**config.mk**
```make
export PLATFORM = sky130hd
export DESIGN_NAME = hazard_ctl
export DESIGN_NICKNAME = d
export VERILOG_FILES = /design/src/rtl/hazard_ctl.sv
export SDC_FILE = /design/constraint.sdc
export NUM_CORES = 1
export LEC_CHECK = 0
export BUFFER_PORTS_ARGS = -buffer_cell sky130_fd_sc_hd__buf_2
export CAP_MARGIN = 20
export CORE_MARGIN = 2
export CORE_UTILIZATION = 35
export DETAILED_ROUTE_END_ITERATION = 8
export GPL_TIMING_DRIVEN = 0
export HOLD_SLACK_MARGIN = 0.1
export SETUP_SLACK_MARGIN = 0.1
export SLEW_MARGIN = 25
export SYNTH_ARGS = -nofsm -noshare
export SYNTH_HDL_FRONTEND = slang
export SYNTH_SLANG_ARGS = --single-unit
```
**constraint.sdc**
```tcl
create_clock -name clk -period 1.5 [get_ports clk]
set_input_delay 0.15 -clock clk [delete_from_list [all_inputs] [get_ports clk]]
set_output_delay 0.15 -clock clk [all_outputs]
set_load 0.01 [all_outputs]
```
**src/rtl/hazard_ctl.sv**
```systemverilog
module hazard_ctl #(
  parameter int REG_BITS   = 5,
  parameter bit WB_OVERLAP = 1'b1
) (
  input  logic                clk,
  input  logic                rst_n,
  input  logic [REG_BITS-1:0] id_rs,
  input  logic [REG_BITS-1:0] id_rt,
  input  logic                id_use_rs,
  input  logic                id_use_rt,
  input  logic [REG_BITS-1:0] id_dest,
  input  logic                id_reg_write,
  input  logic                ex_redirect,
  output logic                pc_we,
  output logic                ifid_we,
  output logic                idex_bubble,
  output logic                flush
);
  localparam int DEPTH = WB_OVERLAP ? 2 : 3;

  logic [REG_BITS-1:0] dst_q [DEPTH];
  logic [DEPTH-1:0]    wr_q;
  logic [DEPTH-1:0]    hit;
  logic                stall;

  for (genvar s = 0; s < DEPTH; s++) begin : g_cmp
    assign hit[s] = wr_q[s] && (dst_q[s] != '0) &&
                    ((id_use_rs && (id_rs == dst_q[s])) ||
                     (id_use_rt && (id_rt == dst_q[s])));
  end

  assign stall       = (|hit) & ~ex_redirect;
  assign flush       = ex_redirect;
  assign pc_we       = ~stall;
  assign ifid_we     = ~stall;
  assign idex_bubble = stall;

  always_ff @(posedge clk or negedge rst_n) begin
    if (!rst_n) begin
      for (int s = 0; s < DEPTH; s++) dst_q[s] <= '0;
      wr_q <= '0;
    end else begin
      dst_q[0] <= id_dest;
      wr_q[0]  <= id_reg_write & ~stall & ~ex_redirect;
      for (int s = 1; s < DEPTH; s++) begin
        dst_q[s] <= dst_q[s-1];
        wr_q[s]  <= wr_q[s-1];
      end
    end
  end
endmodule

```
[Word-level counts from Yosys, hierarchy flattened]
Cells that the tools add are included.
Storage, ports and cells
  bits in registers: 12
  bits of input ports: 21
  output and inout bits: 4
Operators by class
  equal/unequal tests: 4
  bitwise operators: 5
  reductions and logical operators: 13
Operator list (count)
  $eq 5x5->1: 4
  $reduce_bool 5->1: 2
  $logic_and 1x1->1: 8
  $and 1x1->1: 3
  $logic_or 1x1->1: 2
  $not 1->1: 2
  $reduce_or 2->1: 1

[Depth between registers and ports, before layout]
Gate-level depths: netlist (run 1).
  depth in word-level cells: 9
  gate-level depth with buffers: 6
  mapped depth without buffers: 5

[Worst setup path before layout (run 1)]
No wires, ideal clock.
  kind: reg-to-output
  start: register dst_q[9] (netlist bit)
  end: output pc_we
  arrival time: 1.549 ns
  required time: 1.350 ns
  path slack: -0.199 ns
  stages on the path, launching flop included: 6
  cells stage by stage: dfrtp_1 > or4_1 > o21a_1 > a32oi_1 > or2_2 > buf_4
Between the ends
  word-level cells in the longest chain between the ends: 7
RTL lines
  start: declaration: RTL line 21  | logic [REG_BITS-1:0] dst_q [DEPTH];
  start signal: indexed assignment: RTL line 46  | dst_q[s] <= dst_q[s-1];
  $eq 5x5->1 (on tied branches): RTL line 28, 29
  $logic_and 1x1->1 (on tied branches): RTL line 28, 29
  $logic_or 1x1->1: RTL line 28  | ((id_use_rs && (id_rs == dst_q[s])) ||
  $logic_and 1x1->1 (*): RTL line 27  | assign hit[s] = wr_q[s] && (dst_q[s] != '0) &&
  $reduce_or 2->1 (*): RTL line 32  | assign stall = (|hit) & ~ex_redirect;
  $and 1x1->1 (*): RTL line 32
  $not 1->1 (*)
  end: declaration: RTL line 14  | output logic pc_we,
Mark *: on every way between the ends. The rest lies on a longest branch, timed or not.

[Worst setup path in the final report (run 1)]
  start: register dst_q[5] (netlist bit)
  end: output pc_we
Between the ends
  word-level cells in the longest chain between the ends: 7
RTL lines
  $eq 5x5->1 (on tied branches): RTL line 28, 29
  $logic_and 1x1->1 (on tied branches): RTL line 28, 29
  $logic_or 1x1->1: RTL line 28
  $logic_and 1x1->1 (*): RTL line 27
  $reduce_or 2->1 (*): RTL line 32
  $and 1x1->1 (*): RTL line 32
  $not 1->1 (*): RTL line 34  | assign pc_we = ~stall;
Marks and branches as above.

==> results of run 1 <==
-- metal layers --
metal,up-vias,wire length (um),track usage [%]
met1,221,542,15.8
met4,0,11,7.06
met3,2,52,2.40
met5,-,0,0
met2,17,638,23.7
li1,254,-,-
-- timing repair --
action                                  4_1_cts  5_1_grt
pin swaps                                     5        5
endpoints found under the setup margin        4        4
gates resized for setup                       4        3
endpoints found under the hold margin        17        0
gates cloned                                  0        0
hold buffers                                  6        0
setup buffers                                 5        0
-- synthesized netlist by cell type --
cell     count  area (um2)
nand2_1      5        18.8
buf_4        2        15.0
nor3_1       1        5.00
o21a_1       1        7.51
a32oi_1      1        8.76
or2_2        1        6.26
and3b_1      1        8.76
o22ai_1      2        12.5
dfrtp_1     12         300
xnor2_1     20         175
nand4_1      4        25.0
nor2_1       2        7.51
or4_1        1        7.51
-- power by group --
part / internal (mW) / leakage, nW / switching [mW] / total (mW)
combinational: 0.0845 / 0.231 / 0.0562 / 0.141
sequential: 0.340 / 0.142 / 0.0165 / 0.357
clock: 0.0921 / 0.0138 / 0.0811 / 0.173
-- final cells by class --
cell class / instances / share of cell area, %
sequential: 12 / 33.6
clock buffer: 3 / 2.52
buffer: 2 / 2.10
multi-input combinational: 39 / 34.5
tap: 16 / 2.24
timing repair buffer: 35 / 25.1
-- worst paths after layout --
| kind | start | endpoint | cells after the start |
|---|---|---|---|
| min | id_reg_write | wr_q[0]$_DFF_PN0_ | 2 |
| min in group asynchronous | rst_n | dst_q[1]$_DFF_PN0_ | 2 |
| max | dst_q[5]$_DFF_PN0_ | pc_we | 6 |
| max in group asynchronous | rst_n | dst_q[4]$_DFF_PN0_ | 2 |
| min reg2reg | wr_q[0]$_DFF_PN0_ | wr_q[1]$_DFF_PN0_ | 0 |
| max reg2reg | dst_q[5]$_DFF_PN0_ | wr_q[0]$_DFF_PN0_ | 5 |
-- flip-flops by register name (all words and copies together), names as in the netlist --
name and cells:
wr_q 2, dst_q 10
-- cells by family after synthesis --
group	after synthesis	synth area share [%]
xor+xnor	20	29.3
buf+inv	2	2.51
flops	12	50.2
simple gates	15	13.2
compound gates	4	4.81
-- stage by stage --
step | instances | setup WS, ps
2_1_floorplan | 53 | -197
3_3_place_gp | 93 | -372
3_5_place_dp | 93 | -376
4_1_cts | 107 | -525
5_1_grt | 107 | -558
6_report | 107 | -469
==> flow_results.org, run 1 <==
** Status
- Outcome :: complete, but fails checks
- The final reports fail on negative setup slack.

** Synthesis
- Avg Inst Size Synth :: 11.3 um2
- Synth warnings :: 0
- Counting flops and latches in the post-synthesis netlist gives 12.
- Summing every instance area after synthesis gives 598 um2.
- Sequential cells were found to cover 50.2% of the synthesized design area.
- Library cells used by synthesis :: 13
- Syn Nets :: 74
- In the synthesized netlist, the number of instances is 53.

** STA
- PnR worst setup slack :: -469 ps
- Measured against its own limit, the worst slew margin works out to 83.5%.
- Worst hold slack :: 148 ps
- Dividing the final minimum period by the clock period gives 131%.
- At the pin with the least slew margin, the transition time is 247 ps.
- Setup violators final :: 4
- Derived from the worst setup path, the maximum achievable clock frequency is 0.508 GHz.
- Final TNS setup :: -1450 ps
- Setup repair after global routing missed its margin :: true
- After layout, the minimum clock period comes to 1970 ps.
- Clk_skew :: 2.15 ps
- The max-slew violation count is 0.
- The hold violation total from the final report was 0.

** Setup path
- Setup slack, reg-to-reg :: -100 ps
- Crit-path max cell delay :: 500 ps
- Critical-path top delay cell :: or4_1
- CP Data Required Time :: 1350 ps
- Data arrival, critical path :: 1820 ps
- The worst setup path is launched from a flip-flop.
- Among cell families on the critical path, the largest total delay comes from simple AND/OR/NAND/NOR gates.
- Critical path buffers and inverters :: 2
- Cell type with the highest occurrence count on the critical path :: buf_6
- Cells traversed along the worst timing path :: or4_1 > o21a_1 > a32oi_2 > or2_4 > buf_6 > buf_6
- Crit end category :: primary output
- The worst setup path is of the reg -> out kind.
- Worst-path fanout max :: 3

** Finish
- The number of antenna diodes in the final layout is 0.
- Multi-input combinational cell area :: 308 um2
- From synthesis to final layout, the design area changed by 49.4%.
- At the end of the flow the core is filled with cells to 57.3%.
- Of the cells placed in the final design, the portion with a size suffix greater than 1 is 42.9%.
- In the layout the commonest cells are 23 x buf_2, 20 x xnor2_1, 12 x dfrtp_1.
- Fill cells :: 148
- Most common cell after layout, fill and taps aside :: buf_2
- Registers take 300 um2.
- Final Cell Area :: 893 um2
- Net count of the finished layout :: 114

** CTS
- H-tree depth :: 1
- Buffers inserted during clock tree synthesis total 3.
- At the later pin of the worst-skew pair, clock insertion delay measures 250 ps.
- # clock sinks :: 12
- Clock transition at the registers of the reported paths :: 60 ps
- Maximum root-to-sink buffer count :: 2
- TritonCTS clock tree :: yes
- CTS placed an instance of clkbuf_4 at the clock tree root.

** Die
- Die Span X :: 45.3 um
- The initialized floorplan defines 14 standard-cell rows.
- Initial cell density of the core :: 38.4%
- The floorplan step defined a die boundary enclosing 2060 um2.
- Pin placement for this block handled 25 I/O pins.
- The core region is 1560 um2.
- Die Ht :: 45.3 um

** Placement
- Placed cell areas :: 738 um2
- At the end of routability-driven placement, the weighted congestion stood at 0.828.
- IO Port Bufs :: 24
- After legalization and detailed placement, the total HPWL measured 901 um.

** Detailed routing
- The count of nets left with antenna violations once routing finished came out at 0.
- Dividing the detail-routed wire length by the instance count gives 11.6 um.
- For this block, the initial DRC count from the detailed router was 0.
- After detailed routing, the number of vias per cell comes to 4.62.
- For this run, the detailed router's first-pass iteration total came to 1.
- Via count :: 494
- After detailed routing, the total wire length is 1.25 mm.
- In the routed design, unresolved DRC markers number 0.

** Job
- Across the run, the number of max-cap violations was 0.

** Power and ir drop
- P per Cell Area :: 751 nW/um2
- After layout, the design draws a total of 0.671 mW.
- Leakage :: 0.387 nW
- Maximum ir drop on the vdd rail :: 493 uV

** GRT
- Entering global routing, the biggest net connects 13 pins.
- Summed over all layers, the global routing overflow is 0.
- Total global-route track usage :: 13.6%
- The initial antenna violation count came to 0.
- Global-route wire length before repair :: 1.93 mm
- Via count of the first global-routing pass :: 503

** Min path
- Hold/Removal Path Class :: in -> reg
Power figures use the tool's default switching activity.
==> run 2, diff against run 1 <==
--- a/config.mk
+++ b/config.mk
@@ -12,6 +12,7 @@
 export DETAILED_ROUTE_END_ITERATION = 8
 export GPL_TIMING_DRIVEN = 0
 export HOLD_SLACK_MARGIN = 0.1
+export MAX_ROUTING_LAYER = met4
 export SETUP_SLACK_MARGIN = 0.1
 export SLEW_MARGIN = 25
 export SYNTH_ARGS = -nofsm -noshare
==> run 2 against run 1 <==
Critical path depth unchanged; flip-flop and latch count stayed put; register-to-register slack about the same; total power about the same; combinational power barely moved; largest cell class unchanged; final cell count stayed put; clock skew about the same; the run still ends with negative setup slack left; setup slack about the same; cell area unchanged; utilization did not move; die area unchanged; routed wire length did not move.
==> flow_results.org, run 2 (synthesized netlist as in run 1, its figures left out) <==
** STA
- Setup repair after global routing missed its margin :: true
- PnR worst setup slack :: -469 ps (-0.0100 ps)
- Setup violators final :: 4 (unchanged)
- The final critical-path share of the clock period is 131% (about the same).
- The clock skew came to 2.16 ps (+0.00491 ps).
- The transition time at the pin with the least slew margin is 247 ps (+0.000477 ps).
- The hold violation total from the final report was 0 (unchanged).
- The highest attainable clock frequency is 0.508 GHz (about the same).
- Final Critical Period :: 1970 ps (+0.0100 ps)
- Max-slew violations :: 0 (unchanged)
- The final-layout setup total negative slack was -1450 ps (-0.0300 ps).
- Remaining max-slew budget at the tightest pin :: 83.5% (unchanged)

** Finish
- In the final layout, the registers with the most flip-flops are dst_q x10, wr_q x2.
- The post-layout instance count excluding filler cells was 107 (unchanged).
- Final core utilization :: 57.3% (unchanged)
- Syn-to-layout area delta :: 49.4% (unchanged)
- Commonest cells after routing, fill and taps aside :: 23 x buf_2, 20 x xnor2_1, 12 x dfrtp_1
- The total inserted antenna cells was 0 (unchanged).
- The number of inserted filler cells in the final layout is 148 (unchanged).
- The share of post-route cells with drive strength above 1 is 42.9% (unchanged).
- The register with the most flip-flops in the final layout is dst_q.
- Max reg flops :: 10 (unchanged)
- Net count of the finished layout :: 114 (unchanged)
- The library cell used most frequently in the layout, excluding fill and tap cells, is buf_2.

** CTS
- The level count of the clock H-tree came to 1 (unchanged).
- The clock latency of the later-clocked register in the worst-skew pair came to 250 ps (about the same).
- TritonCTS clock tree :: yes
- The CTS buffer count was 3 (unchanged).
- The tree is rooted in a clkbuf_4.
- Maximum root-to-sink buffer count :: 2 (unchanged)
- Clock transition at the registers of the reported paths :: 60 ps (about the same)
- The total clock sinks came to 12 (unchanged).

** Detailed routing
- Drt wl/cell :: 11.6 um (unchanged)
- First-pass iteration count of the detailed router :: 1 (unchanged)
- The ratio of routed vias to standard cells came to 4.62 (unchanged).
- The via count of the routed design came to 494 (unchanged).
- The total wire length was 1.25 mm (unchanged).
- The first-iteration detailed-routing DRC count was 0 (unchanged).
- The DRC violation count after routing came to 0 (unchanged).
- The remaining antenna violation count came to 0 (unchanged).

** Setup path
- The worst setup path is captured at a primary output.
- The data arrival time of the critical path is 1820 ps (about the same).
- Type of origin of the critical path :: flip-flop
- By instance count, the cell type seen most on the critical path is buf_6.
- Kind of cell adding the most delay to the critical path :: simple AND/OR/NAND/NOR gates
- Worst-path fanout max :: 3 (unchanged)
- The critical path is of the reg -> out type.
- Cells traversed along the worst timing path :: or4_1 > o21a_1 > a32oi_2 > or2_4 > buf_6 > buf_6
- Crit-path max cell delay :: 500 ps (about the same)
- The endpoint required time on the critical path came to 1350 ps (about the same).
- Critical-path top delay cell :: or4_1
- Critical path buffers and inverters :: 2 (unchanged)

** Die
- Number of I/O pins :: 25 (unchanged)
- The die outline width is 45.3 um (unchanged).
- The initial core utilization came to 38.4% (unchanged).
- Row Count :: 14 (unchanged)
- The area of the die is 2060 um2 (unchanged).
- Core ar. :: 1560 um2 (unchanged)
- The height of the die was 45.3 um (unchanged).

** Power and ir drop
- Maximum ir drop on the vdd rail :: 493 uV (unchanged)
- The power per standard cell area is 751 nW/um2 (about the same).
- The leakage power is 0.387 nW (unchanged).
- The overall power consumption is 0.671 mW (about the same).

** GRT
- Via count of the first global-routing pass :: 504 (+0.20%)
- The combined global-route utilization of all metal layers is 14.0% (+0.41 points).
- Total congestion overflow :: 0 (unchanged)
- The maximum number of pins on one net before global-route repair was 13 (unchanged).
- Antenna violations before repair :: 0 (unchanged)
- Global-route wire length before repair :: 1.93 mm (unchanged)

** Min path
- In this run the worst hold path is classified as in -> reg.

** Placement
- The total instance count after detailed placement is 93 (unchanged).
- The worst slack at placement was -376 ps (unchanged).
- The sum of net half-perimeters after detailed placement was 901 um (unchanged).
- The routability congestion estimate was 0.841 (+1.5%).
- The number of I/O port buffers was 24 (unchanged).

** Status
- The final reports fail on negative setup slack.
- Outcome :: complete, but fails checks

** Job
- The number of violations of the max-capacitance limit is 0 (unchanged).
## run 2: routing by layer
layer  GRT usage [%]  share of wire [%]
met1            15.8                 44
met5               -                  0
met3            2.40                4.2
met4            7.06               0.88
met2            23.7                 51
## run 2: cell type report
cell class	instances	area, um2	share of cell area, %
flip-flops and latches	12	300	33.6
repair buffers	35	224	25.1
clock buffers	3	22.5	2.52
well taps	16	20.0	2.24
multi-input cells	39	308	34.5
plain buffers	2	18.8	2.10
## run 2: metrics by stage
stage | instance area [um2] | hold WS [ps]
final | 893 | 148
after global routing | 893 | 141
after CTS | 878 | 143
after detailed placement | 738 | 29.6
after global placement | 738 | 30.3
after floorplan | 598 | -146
## run 2: path summary, 6_finish.rpt
| check | depth (start not counted) | to | startpoint | slack [ps] |
|---|---|---|---|---|
| max | 6 | pc_we | dst_q[5]$_DFF_PN0_ | -470 |
| min | 2 | wr_q[0]$_DFF_PN0_ | id_reg_write | 150 |
| max reg2reg | 5 | wr_q[0]$_DFF_PN0_ | dst_q[5]$_DFF_PN0_ | -100 |
| min reg2reg | 0 | wr_q[1]$_DFF_PN0_ | wr_q[0]$_DFF_PN0_ | 380 |
| max in group asynchronous | 2 | dst_q[4]$_DFF_PN0_ | rst_n | 1010 |
| min in group asynchronous | 2 | dst_q[1]$_DFF_PN0_ | rst_n | 290 |
## run 2: repair_timing
item                                   in CTS  in global routing
gates resized for setup                     4                  3
hold buffers                                6                  0
endpoints found under the hold margin      17                  0
pin swaps                                   5                  5
setup buffers                               5                  0
setup endpoints to repair                   4                  4
## run 2: worst register-to-register path: cells and delay by family (launching register included)
kind / cells / cell delay [ps]
flops: 1 / 380
compound gates: 2 / 360
buf+inv: 1 / 150
simple gates: 2 / 640
## run 2: power by group
| part | switching (mW) | total [mW] | internal, mW |
|---|---|---|---|
| Clock | 0.0811 | 0.173 | 0.0921 |
| Combinational | 0.0562 | 0.141 | 0.0845 |
| Sequential | 0.0165 | 0.357 | 0.340 |
| Total | 0.154 | 0.671 | 0.517 |
==> run 3, diff against run 2 <==
==> constraint.sdc (replaced) <==
create_clock -name clk -period 2.18 [get_ports clk]
set_input_delay 0.218 -clock clk [delete_from_list [all_inputs] [get_ports clk]]
set_output_delay 0.218 -clock clk [all_outputs]
set_load 0.01 [all_outputs]
==> run 3 against run 2 <==
The run now ends clean; register-to-register slack better by 650 ps; clock skew hardly changed; routed wire length is 2.5% lower; via count is 0.20% higher; setup slack better by 570 ps; highest routed layer is now met3; clock power is 4% lower; critical path depth stayed put; first-iteration DRC count is 2 higher; die area stayed put; critical endpoint unchanged; non-clock buffer count stayed put.
==> flow_results.org, run 3 (synthesized netlist as in run 1, its figures left out) <==
** Setup path
- Depth of the worst register-to-register path :: 5 (unchanged)
- Walking the worst path, the cells encountered are or4_1 > o21a_1 > a32oi_2 > or2_4 > buf_6 > buf_6.
- The total buffers and inverters traversed by the critical path came to 2 (unchanged).
- The worst setup path is launched from a flip-flop.
- Worst-path fanout max :: 2 (-1)
- The endpoint required time on the critical path is 1960 ps (+610 ps).
- The data arrival time of the critical path came to 1860 ps (+40 ps).
- Critical-path top delay cell :: or4_1
- The largest incremental delay on the critical path is 520 ps (+20 ps).
- Crit. path cell count :: 6 (unchanged)
- The most numerous cell type found on the critical path is buf_6.
- Crit end category :: primary output
- Critical path class :: reg -> out
- Grouping stages by cell kind, the critical path spends the most delay in simple AND/OR/NAND/NOR gates.

** Placement
- The total instance count after detailed placement is 93 (unchanged).
- The number of I/O port buffers is 24 (unchanged).
- Final GP Congestion :: 0.821 (-2.4%)
- The sum of net half-perimeters after detailed placement is 915 um (+1.6%).

** Finish
- Post-layout instance count excluding filler cells :: 108 (+0.93%)
- Register with the highest flop count :: dst_q
- The share of post-route cells with drive strength above 1 was 41.3% (-1.6 points).
- Max reg flops :: 10 (unchanged)
- The net count of the finished layout was 114 (unchanged).
- Top flop regs :: dst_q x10, wr_q x2
- Most common cell after layout, fill and taps aside :: buf_2
- The total inserted antenna cells came to 0 (unchanged).
- Syn-to-layout area delta :: 50.2%
- Commonest cells after routing, fill and taps aside :: 23 x buf_2, 20 x xnor2_1, 12 x dfrtp_1

** CTS
- # clock sinks :: 12 (unchanged)
- Number of buffers created by CTS :: 3 (unchanged)
- The clock transition at the registers of the reported paths is 70 ps (about the same).
- CTS root buf :: clkbuf_4
- TritonCTS clock tree :: yes
- Clk Latency, worst-skew pair :: 260 ps (about the same)
- Maximum root-to-sink buffer count :: 2 (unchanged)
- The level count of the clock H-tree is 1 (unchanged).

** Detailed routing
- Number of vias per cell after detailed routing :: 4.58 (-0.73%)
- The average wire per standard cell is 11.2 um (-3.4%).
- Via count :: 495 (+0.20%)
- First-pass iteration count of the detailed router :: 2 (+1)
- The remaining antenna violation count was 0 (unchanged).
- Drc violations :: 0 (unchanged)
- DRC violation total after the first TritonRoute iteration :: 2 (+2)
- Routed WL :: 1.21 mm (-2.5%)

** GRT
- Maximum number of pins on one net before global-route repair :: 13 (unchanged)
- Routing usage on met2 :: 23.7% (unchanged)
- The total congestion overflow after global routing is 0 (unchanged).
- GR Layer Usage met1 :: 17.3% (+1.5 points)
- Via count of the first global-routing pass :: 526 (+4.4%)
- The initial antenna violation count was 0 (unchanged).
- Busiest layer in global routing :: met2
- The met3 track utilization from global routing is 1.60% (-0.80 points).
- The first-pass GRT wire length came to 2.04 mm (+6.1%).
- The combined global-route utilization of all metal layers is 14.6% (+0.60 points).

** Power and ir drop
- The proportion of power drawn by combinational gates is 18.7% (-2.3 points).
- The worst vdd rail ir drop was 347 uV (-30%).
- The clock network fraction of design power came to 32.8% (+7.0 points).
- Share of total power in sequential cells :: 48.5% (-4.7 points)
- The leakage power came to 0.394 nW (+1.7%).
- The fraction of power spent switching nets was 22.4% (-0.56 points).
- P per Cell Area :: 564 nW/um2 (-25%)
- Net switching power :: 0.113 mW (-26%)
- The cell internal power dissipation is 0.393 mW (-24%).

** STA
- Final TNS setup :: 0 ps (+1450 ps)
- Max-slew violations :: 0 (unchanged)
- Upper clock frequency limit :: 0.480 GHz
- Setup violators final :: 0 (-4)
- Worst-Margin Slew :: 254 ps (+7.51 ps)
- Setup repair after global routing could not meet its margin everywhere.
- Remaining max-slew budget at the tightest pin :: 83.0% (-0.50 points)
- Final Critical Period :: 2080 ps
- Endpoints failing hold :: 0 (unchanged)
- The clock skew is 2.28 ps (+0.122 ps).
- Of the available clock period, the critical path in the final layout requires 95.5%.

** Die
- The placeable core region came to 1560 um2 (unchanged).
- Die area :: 2060 um2 (unchanged)
- The height of the die is 45.3 um (unchanged).
- The initial core utilization came to 38.4% (unchanged).
- The die outline width is 45.3 um (unchanged).
- Number of I/O pins :: 25 (unchanged)
- The number of rows created at floorplan came to 14 (unchanged).

** Min path
- The cell depth of the worst min-delay path was 2 (unchanged).
- Hold/Removal Path Class :: in -> reg

** Job
- Max-cap violations :: 0 (unchanged)

** Status
- The flow ran to the end, and the final reports show no timing, DRC or antenna violations.
[run 3: cell count changes in the layout (fill, tap and decap cells not counted)]
cell / change
nor2_2: -1
o22ai_2: -1
nor2_1: +1
o22ai_1: +1
clkbuf_8: +1
[run 3: through the flow]
step / worst slack (ps) / power [mW] / hold WS, ps / instance area, um2 / utilization [%]
2_1_floorplan: 413 / 0.291 / -77.6 / 598 / -
3_3_place_gp: 229 / 0.327 / 98.0 / 738 / 47.4
3_5_place_dp: 234 / 0.328 / 99.1 / 738 / 47.4
4_1_cts: 64.8 / 0.514 / 196 / 892 / 57.2
5_1_grt: 25.2 / 0.535 / 207 / 898 / 57.6
6_report: 97.2 / 0.506 / 202 / 898 / 57.6
[run 3: power by group through the flow]
stage / clock network (mW) / logic, mW / registers (mW)
3_5_place_dp: 0 / 0.0758 / 0.252
6_report: 0.166 / 0.0949 / 0.245
4_1_cts: 0.174 / 0.0941 / 0.245
3_3_place_gp: 0 / 0.0748 / 0.252
5_1_grt: 0.182 / 0.106 / 0.248
2_1_floorplan: 0 / 0.0430 / 0.248
[run 3: routing by layer]
layer	vias to the layer above	wire [um]
met4	0	0
met1	221	547
li1	257	-
met5	-	0
met3	0	50
met2	17	616
[run 3: final timing paths]
| path | start | slack, ps | to |
|---|---|---|---|
| max | dst_q[6]$_DFF_PN0_ | 100 | pc_we |
| min | id_reg_write | 200 | wr_q[0]$_DFF_PN0_ |
| max reg2reg | dst_q[6]$_DFF_PN0_ | 550 | wr_q[0]$_DFF_PN0_ |
| min reg2reg | wr_q[0]$_DFF_PN0_ | 380 | wr_q[1]$_DFF_PN0_ |
| max in group asynchronous | rst_n | 1620 | dst_q[3]$_DFF_PN0_ |
| min in group asynchronous | rst_n | 350 | dst_q[7]$_DFF_PN0_ |
[run 3: worst register-to-register path, stage by stage (launching register included)]
cell     delay (ps)
dfrtp_1         370
or4_1           520
o21a_1          190
a32oi_2         190
buf_4           150
and3b_1         150
[run 3: timing repair]
action	CTS	global route
hold endpoints to repair	17	0
hold buffers	6	0
pin swaps	4	4
setup endpoints to repair	2	3
buffers inserted	5	0
gates resized for setup	4	1
[run 3: final cells by class]
type | instances | area [um2]
Tap cell | 16 | 20.0
Buffer | 2 | 18.8
Timing Repair Buffer | 35 | 224
Fill cell | 126 | 661
Multi-Input combinational cell | 39 | 299
Clock buffer | 4 | 36.3
Sequential cell | 12 | 300
